==> src/rtl/lc_pkg.sv <==
// Shared types for the loop cache controller.
// Assumes: timing codes are fixed by the pipeline that consumes ins_timing.
package lc_pkg;

    typedef enum logic [1:0] {
        TM_CACHE = 2'd0,   // word runs with store timing
        TM_MEM   = 2'd1,   // word runs with normal memory timing
        TM_MEM2  = 2'd2    // closing word of the first pass, two cycles
    } timing_e;

    typedef enum logic [2:0] {
        S_IDLE,
        S_REDO_WAIT,
        S_LOAD,
        S_GAP,
        S_REPLAY
    } seq_state_e;

endpackage

==> src/rtl/lc_count_reg.sv <==
// Loop-count register: written by software, cleared when a loop that
// used it finishes. Assumes a write and a clear may coincide; the write wins.
module lc_count_reg #(
    parameter int CW = 7
) (
    input  logic          clk,
    input  logic          rst_n,
    input  logic          wr,
    input  logic [CW-1:0] wdata,
    input  logic          clr,
    output logic [CW-1:0] q
);

    // Hold the count; software write has priority over the end-of-loop clear.
    always_ff @(posedge clk) begin
        if (!rst_n)   q <= '0;
        else if (wr)  q <= wdata;
        else if (clr) q <= '0;
    end

    a_r5_write_wins: assert property (@(posedge clk) disable iff (!rst_n)
        wr |=> q == $past(wdata));

    a_r5_clear_to_zero: assert property (@(posedge clk) disable iff (!rst_n)
        (clr && !wr) |=> q == '0);

endmodule

==> src/rtl/lc_store.sv <==
// Instruction store: one register per slot, written during the load pass,
// read by slot index during replay. Assumes indices beyond DEPTH read zero.
module lc_store #(
    parameter int IW    = 16,
    parameter int DEPTH = 15,
    parameter int LW    = 4
) (
    input  logic          clk,
    input  logic          wr_en,
    input  logic [LW-1:0] wr_idx,
    input  logic [IW-1:0] wr_data,
    input  logic [LW-1:0] rd_idx,
    output logic [IW-1:0] rd_data
);

    logic [IW-1:0] slot [DEPTH];

    for (genvar e = 0; e < DEPTH; e++) begin : g_slot
        // Capture the fetched word into slot e when it is addressed.
        always_ff @(posedge clk) begin
            if (wr_en && (int'(wr_idx) == e)) slot[e] <= wr_data;
        end
    end

    // Select the replayed word.
    always_comb begin
        rd_data = '0;
        for (int s = 0; s < DEPTH; s++) begin
            if (int'(rd_idx) == s) rd_data = slot[s];
        end
    end

endmodule

==> src/rtl/lc_seq.sv <==
// Loop sequencer: accepts load/replay commands, walks the first pass from
// program memory, then the stored passes, and classifies each issued word.
// Assumes fetch_data and fetch_uncache answer fetch_addr in the same cycle.
module lc_seq
    import lc_pkg::*;
#(
    parameter int IW      = 16,
    parameter int AW      = 16,
    parameter int CW      = 7,
    parameter int MAX_LEN = 15,
    parameter int LW      = 4
) (
    input  logic          clk,
    input  logic          rst_n,
    input  logic          cmd_valid,
    input  logic          cmd_redo,
    input  logic [CW-1:0] cmd_count,
    input  logic [LW-1:0] cmd_len,
    input  logic [AW-1:0] cmd_addr,
    input  logic [CW-1:0] cnt_val,
    output logic          cnt_clr,
    output logic          fetch_req,
    output logic [AW-1:0] fetch_addr,
    input  logic [IW-1:0] fetch_data,
    input  logic          fetch_uncache,
    output logic          wr_en,
    output logic [LW-1:0] wr_idx,
    output logic [IW-1:0] wr_data,
    output logic [LW-1:0] rd_idx,
    input  logic [IW-1:0] rd_data,
    output logic          ins_valid,
    output logic [IW-1:0] ins_data,
    output logic [1:0]    ins_timing,
    output logic          loop_done,
    output logic          busy,
    output logic [AW-1:0] pc_next,
    output logic          err_bad_cmd,
    output logic          err_redo_empty,
    output logic          err_uncache
);

    seq_state_e    state;
    logic [LW-1:0] idx;
    logic [LW-1:0] len;
    logic [CW-1:0] rem;
    logic [AW-1:0] addr;
    logic          from_reg;
    logic          cache_ok;

    logic [CW-1:0] k_eff;
    logic          use_reg;
    logic          len_ok;
    logic          is_last;
    logic          final_pass;
    logic          load_ok;
    timing_e       tm;

    // Resolve the command's iteration count and length legality.
    always_comb begin
        use_reg = (cmd_count == '0);
        k_eff   = use_reg ? cnt_val : cmd_count;
        len_ok  = (int'(cmd_len) >= 1) && (int'(cmd_len) <= MAX_LEN);
    end

    // Position flags and output decode for the current cycle.
    always_comb begin
        is_last    = (idx == len - LW'(1));
        final_pass = (rem == CW'(1));
        load_ok    = (state == S_LOAD) && !fetch_uncache;
        fetch_req  = (state == S_LOAD);
        fetch_addr = addr;
        ins_valid  = load_ok || (state == S_REPLAY);
        ins_data   = (state == S_LOAD) ? fetch_data : rd_data;
        tm         = TM_CACHE;
        if (state == S_LOAD)
            tm = is_last ? TM_MEM2 : TM_MEM;
        else if (state == S_REPLAY && is_last && final_pass)
            tm = TM_MEM;
        ins_timing = tm;
        loop_done  = ins_valid && is_last && final_pass;
        cnt_clr    = loop_done && from_reg;
        wr_en      = load_ok;
        wr_idx     = idx;
        wr_data    = fetch_data;
        rd_idx     = idx;
        busy       = (state != S_IDLE);
        pc_next    = addr;
    end

    // Sequencer state, counters and one-cycle error pulses.
    always_ff @(posedge clk) begin
        if (!rst_n) begin
            state          <= S_IDLE;
            idx            <= '0;
            len            <= '0;
            rem            <= '0;
            addr           <= '0;
            from_reg       <= 1'b0;
            cache_ok       <= 1'b0;
            err_bad_cmd    <= 1'b0;
            err_redo_empty <= 1'b0;
            err_uncache    <= 1'b0;
        end else begin
            err_bad_cmd    <= 1'b0;
            err_redo_empty <= 1'b0;
            err_uncache    <= 1'b0;
            case (state)
                S_IDLE: begin
                    if (cmd_valid) begin
                        if (cmd_redo) begin
                            if (!cache_ok) begin
                                err_redo_empty <= 1'b1;
                            end else if (k_eff == '0) begin
                                err_bad_cmd <= 1'b1;
                            end else begin
                                rem      <= k_eff;
                                idx      <= '0;
                                addr     <= cmd_addr;
                                from_reg <= use_reg;
                                state    <= S_REDO_WAIT;
                            end
                        end else begin
                            if (!len_ok || k_eff == '0) begin
                                err_bad_cmd <= 1'b1;
                            end else begin
                                len      <= cmd_len;
                                rem      <= k_eff;
                                idx      <= '0;
                                addr     <= cmd_addr;
                                from_reg <= use_reg;
                                cache_ok <= 1'b0;
                                state    <= S_LOAD;
                            end
                        end
                    end
                end
                S_REDO_WAIT: state <= S_REPLAY;
                S_LOAD: begin
                    if (fetch_uncache) begin
                        err_uncache <= 1'b1;
                        from_reg    <= 1'b0;
                        state       <= S_IDLE;
                    end else begin
                        addr <= addr + AW'(1);
                        if (is_last) begin
                            idx      <= '0;
                            rem      <= rem - CW'(1);
                            cache_ok <= 1'b1;
                            state    <= S_GAP;
                        end else begin
                            idx <= idx + LW'(1);
                        end
                    end
                end
                S_GAP: state <= (rem == '0) ? S_IDLE : S_REPLAY;
                S_REPLAY: begin
                    if (is_last) begin
                        idx <= '0;
                        rem <= rem - CW'(1);
                        if (final_pass) state <= S_IDLE;
                    end else begin
                        idx <= idx + LW'(1);
                    end
                end
                default: state <= S_IDLE;
            endcase
        end
    end

    a_r2_cache_word_no_fetch: assert property (@(posedge clk) disable iff (!rst_n)
        (ins_valid && ins_timing == TM_CACHE) |-> !fetch_req);

    a_r1_idle_after_double: assert property (@(posedge clk) disable iff (!rst_n)
        (ins_valid && ins_timing == TM_MEM2) |=> (!ins_valid && busy));

    a_r8_forbidden_not_issued: assert property (@(posedge clk) disable iff (!rst_n)
        (fetch_req && fetch_uncache) |-> !ins_valid);

    a_r11_busy_no_error: assert property (@(posedge clk) disable iff (!rst_n)
        (busy && cmd_valid) |=> (!err_bad_cmd && !err_redo_empty));

    a_r7_one_error: assert property (@(posedge clk) disable iff (!rst_n)
        $onehot0({err_bad_cmd, err_redo_empty, err_uncache}));

endmodule

==> src/rtl/loop_cache.sv <==
// Loop cache controller top: ties the sequencer, the instruction store and
// the loop-count register together. Assumes single-cycle program memory.
module loop_cache #(
    parameter int IW      = 16,
    parameter int AW      = 16,
    parameter int CW      = 7,
    parameter int MAX_LEN = 15
) (
    input  logic                         clk,
    input  logic                         rst_n,
    input  logic                         cmd_valid,
    input  logic                         cmd_redo,
    input  logic [CW-1:0]                cmd_count,
    input  logic [$clog2(MAX_LEN+1)-1:0] cmd_len,
    input  logic [AW-1:0]                cmd_addr,
    input  logic                         cnt_wr,
    input  logic [CW-1:0]                cnt_wdata,
    output logic [CW-1:0]                cnt_rdata,
    output logic                         fetch_req,
    output logic [AW-1:0]                fetch_addr,
    input  logic [IW-1:0]                fetch_data,
    input  logic                         fetch_uncache,
    output logic                         ins_valid,
    output logic [IW-1:0]                ins_data,
    output logic [1:0]                   ins_timing,
    output logic                         loop_done,
    output logic                         busy,
    output logic [AW-1:0]                pc_next,
    output logic                         err_bad_cmd,
    output logic                         err_redo_empty,
    output logic                         err_uncache
);

    localparam int LW = $clog2(MAX_LEN + 1);

    logic          cnt_clr;
    logic          wr_en;
    logic [LW-1:0] wr_idx;
    logic [IW-1:0] wr_data;
    logic [LW-1:0] rd_idx;
    logic [IW-1:0] rd_data;

    lc_count_reg #(.CW(CW)) u_count (
        .clk   (clk),
        .rst_n (rst_n),
        .wr    (cnt_wr),
        .wdata (cnt_wdata),
        .clr   (cnt_clr),
        .q     (cnt_rdata)
    );

    lc_store #(.IW(IW), .DEPTH(MAX_LEN), .LW(LW)) u_store (
        .clk     (clk),
        .wr_en   (wr_en),
        .wr_idx  (wr_idx),
        .wr_data (wr_data),
        .rd_idx  (rd_idx),
        .rd_data (rd_data)
    );

    lc_seq #(.IW(IW), .AW(AW), .CW(CW), .MAX_LEN(MAX_LEN), .LW(LW)) u_seq (
        .clk            (clk),
        .rst_n          (rst_n),
        .cmd_valid      (cmd_valid),
        .cmd_redo       (cmd_redo),
        .cmd_count      (cmd_count),
        .cmd_len        (cmd_len),
        .cmd_addr       (cmd_addr),
        .cnt_val        (cnt_rdata),
        .cnt_clr        (cnt_clr),
        .fetch_req      (fetch_req),
        .fetch_addr     (fetch_addr),
        .fetch_data     (fetch_data),
        .fetch_uncache  (fetch_uncache),
        .wr_en          (wr_en),
        .wr_idx         (wr_idx),
        .wr_data        (wr_data),
        .rd_idx         (rd_idx),
        .rd_data        (rd_data),
        .ins_valid      (ins_valid),
        .ins_data       (ins_data),
        .ins_timing     (ins_timing),
        .loop_done      (loop_done),
        .busy           (busy),
        .pc_next        (pc_next),
        .err_bad_cmd    (err_bad_cmd),
        .err_redo_empty (err_redo_empty),
        .err_uncache    (err_uncache)
    );

endmodule

==> config.mk <==
export PLATFORM = sky130hd
export DESIGN_NAME = loop_cache
export DESIGN_NICKNAME = d
export VERILOG_FILES = /design/src/rtl/lc_pkg.sv /design/src/rtl/lc_count_reg.sv /design/src/rtl/lc_store.sv /design/src/rtl/lc_seq.sv /design/src/rtl/loop_cache.sv
export SDC_FILE = /design/constraint.sdc
export NUM_CORES = 1
export LEC_CHECK = 0
export BUFFER_PORTS_ARGS = -buffer_cell sky130_fd_sc_hd__buf_2
export CAP_MARGIN = 30
export CORE_ASPECT_RATIO = 0.6
export CORE_UTILIZATION = 45
export DETAILED_ROUTE_END_ITERATION = 10
export PLACE_DENSITY = 0.64
export SLEW_MARGIN = 40
export SYNTH_ARGS = -nofsm -noshare
export SYNTH_HDL_FRONTEND = slang
export SYNTH_SLANG_ARGS = --single-unit
==> constraint.sdc <==
create_clock -name clk -period 6.5 [get_ports clk]
set_input_delay 0.325 -clock clk [delete_from_list [all_inputs] [get_ports clk]]
set_output_delay 0.325 -clock clk [all_outputs]
set_load 0.02 [all_outputs]
==> flow_metrics.env <==
export IMPL_synth_fp_nets=1108
export IMPL_cp_required_ns=6.17
export IMPL_synth_async_reset_ratio_pct=0
export IMPL_cts_buffers=28
export IMPL_yosysWarnings=0
export IMPL_io_buffers=119
export IMPL_skew_ns=0.009536
export IMPL_h_tree_depth=1
export IMPL_syn_area_per_cell_um2=11.95
export IMPL_clockRootBuffer="clkbuf_16"
export IMPL_met3_usage_pct=3.611
export IMPL_dr_pass1_iters=5
export IMPL_finalWeightedCongestion=0.8373
export IMPL_setup_viol_count_final=0
export IMPL_power_mw=4.234
export IMPL_ant_nets=0
export IMPL_cp_start_kind="flip-flop"
export IMPL_post_dp_cell_area_um2=13320
export IMPL_worstPathArrival_ns=3.90
export IMPL_ioPinCount=120
export IMPL_remaining_drc_errors=0
export IMPL_post_cts_buffers=0
export IMPL_synth_ff_type="edfxtp_1"
export IMPL_slowest_delay_ns=0.75
export IMPL_synth_seq_cells=286
export IMPL_worst_slew_pin_slew_ns=0.8438
export IMPL_synth_edf_count=240
export IMPL_cp_max_fo=44
export IMPL_finalNetCount=1192
export IMPL_start_util_pct=46.52
export IMPL_synth_top_area_share_pct=57.76
export IMPL_seq_area_frac_synth_pct=65.14
export IMPL_r2r_setup_slack_ns=3.27
export IMPL_vias_per_cell=5.938
export IMPL_relSlewSlack_pct=43.63
export IMPL_p_leak_nw=5.009
export IMPL_clk_pin_slew_worst_paths_ns=0.07
export IMPL_post_drt_wl_per_cell_um=20.86
export IMPL_fp_coreArea_um2=26820
export IMPL_finalNonFillerCells=1508
export IMPL_dp_cells=1457
export IMPL_timing_final_crit_share_pct=64.92
export IMPL_r2r_start="u_seq.state[1]"
export IMPL_grt_overflow=0
export IMPL_endpoint="ins_data[0]"
export IMPL_cp_depth=10
export IMPL_dp_slack_ns=2.567
export IMPL_grt_max_degree=53
export IMPL_yosysTopAreaCell="edfxtp_1"
export IMPL_report_final_slew_viol_count=0
export IMPL_die_x_um=217.0
export IMPL_grt_util_all_layers_pct=21.88
export IMPL_num_antenna_cells=0
export IMPL_rows=46
export IMPL_regMostFlops="u_store.slot"
export IMPL_first_global_vias=7975
export IMPL_drv_cap=0
export IMPL_critical_path_top_delay_family="simple AND/OR/NAND/NOR gates"
export IMPL_cp_cell_sequence="inv_1, ha_2, buf_4, nor2b_1, nand3_2, o22ai_1, nor2_1, o21ai_0, o21ai_1, buf_2"
export IMPL_use_met1_pct=36.01
export IMPL_ir_drop_mv=0.2044
export IMPL_crit_path_end_kind="output port"
export IMPL_cts_resized=0
export IMPL_synthTopCellsByArea="edfxtp_1 58%, dfxtp_1 7.4%, a21oi_1 4.3%"
export IMPL_largest_reg_flops=240
export IMPL_reg2reg_to="u_seq.fetch_addr[2]"
export IMPL_clk_latency_ns=0.55
export IMPL_clock_sinks=286
export IMPL_via_count=8954
export IMPL_cts_hold_buf=0
export IMPL_final_hold_violation_count=0
export IMPL_mostFrequentLayoutCells="240 x edfxtp_1, 119 x buf_2, 105 x a21oi_1"
export IMPL_synthCells=1044
export IMPL_outcome="finished, final reports clean"
export IMPL_critPathKind="reg -> out"
export IMPL_clock_path_buffers=3
export IMPL_ys_types=65
export IMPL_reg2regPathDepth=6
export IMPL_antenna_found_initial=0
export IMPL_hp_class="in -> reg"
export IMPL_final_cell_area_um2=14260
export IMPL_fill_cells=2297
export IMPL_hpwl_um=20340
export IMPL_holdWs_ns=0.02572
export IMPL_grt_util_met2_pct=29.92
export IMPL_dieArea_um2=28420
export IMPL_cts_tree="done"
export IMPL_fin_crit_ns=4.220
export IMPL_syn_to_final_growth_pct=14.28
export IMPL_rsz0062_at_grt="no"
export IMPL_layout_commonest_cell="edfxtp_1"
export IMPL_drtIter0Drc=956
export IMPL_tns_ns=0
export IMPL_drive_gt1_share_pct=19.51
export IMPL_grt_pass1_wl_um=47810
export IMPL_die_h_um=131.0
export IMPL_setup_ws_ns=2.280
export IMPL_fmax_mhz=237.0
export IMPL_path_buf_inv=3
export IMPL_slowest_stage="nor2b_1"
export IMPL_utilization_pct=53.17
export IMPL_busiest_layer="met1"
export IMPL_wl_um=31460
export IMPL_critPathLaunch="u_seq.rd_idx[0]"
export IMPL_power_density_nw_per_um2=296.9
export IMPL_syn_area_um2=12480
[metal layers]
metal,wire (um),vias up
met5,0,-
met3,2317,38
met4,408,0
li1,-,4129
met2,13110,349
met1,15620,4438
[logic make-up (layout without fill, tap and decap cells)]
| group | Yosys count | count (layout) | share of synthesized area [%] |
|---|---|---|---|
| AO/OA/AOI/OAI | 333 | 333 | 17.05 |
| XOR/XNOR | 6 | 6 | 0.4211 |
| adder cells (fa/ha/maj) | 8 | 8 | 0.8022 |
| buffers and inverters | 116 | 220 | 4.332 |
| flip-flops | 286 | 286 | 65.14 |
| multiplexers | 4 | 4 | 0.3209 |
| AND/OR/NAND/NOR | 291 | 291 | 11.94 |
[layout make-up]
class	instances	area (um2)	share of cell area (%)
clock buffers	37	754.5	5.291
clock inverters	13	156.4	1.097
inverters	29	110.1	0.7721
multi-input cells	642	3896	27.32
flip-flops and latches	286	8128	57.00
well taps	360	450.4	3.159
repair buffers	141	764.5	5.361
[power by group]
group	switching, mW	internal [mW]
Clock	0.687	0.936
Combinational	0.359	0.184
Sequential	0.0472	2.02
Total	1.09	3.14
[worst register-to-register path, stage by stage (launching register included)]
cell and delay, ns:
dfxtp_1 0.49, or3b_1 0.42, clkinv_2 0.46, nand2b_1 0.53
a21boi_2 0.74, o21ai_0 0.19, a32o_1 0.30
[worst min path at each step]
stage / to / slack, ns / cells past startpoint / start
4_1_cts: u_count.q[2] / 0.01 / 3 / cnt_wdata[2]
5_1_grt: u_count.q[2] / 0.02 / 3 / cnt_wdata[2]
2_1_floorplan: u_store.slot[0][0] / 0.42 / 0 / fetch_data[0]
3_5_place_dp: u_seq.rem[6] / 0.48 / 2 / u_seq.rem[6]
6_report: u_count.q[2] / 0.03 / 3 / cnt_wdata[2]
3_3_place_gp: u_seq.cache_ok / 0.46 / 2 / u_seq.cache_ok
[cells in the mapped netlist (5+ instances only)]
cell type	n
and3_1	6
o21ai_1	7
nand2b_1	7
edfxtp_1	240
buf_4	17
o22a_1	17
nand3_1	24
nand2_1	70
o2bb2ai_1	16
a21oi_1	106
dfxtp_1	46
inv_1	27
nor2b_1	21
nor4_1	5
ha_1	8
a221o_1	8
o21ai_0	84
nor2_1	78
a22oi_1	17
buf_2	8
a222oi_1	16
clkbuf_1	54
nand3_2	14
o22ai_1	18
nor3_1	31
o31ai_1	8
nand3b_1	9
a211oi_1	5
Power figures use the tool's default switching activity.
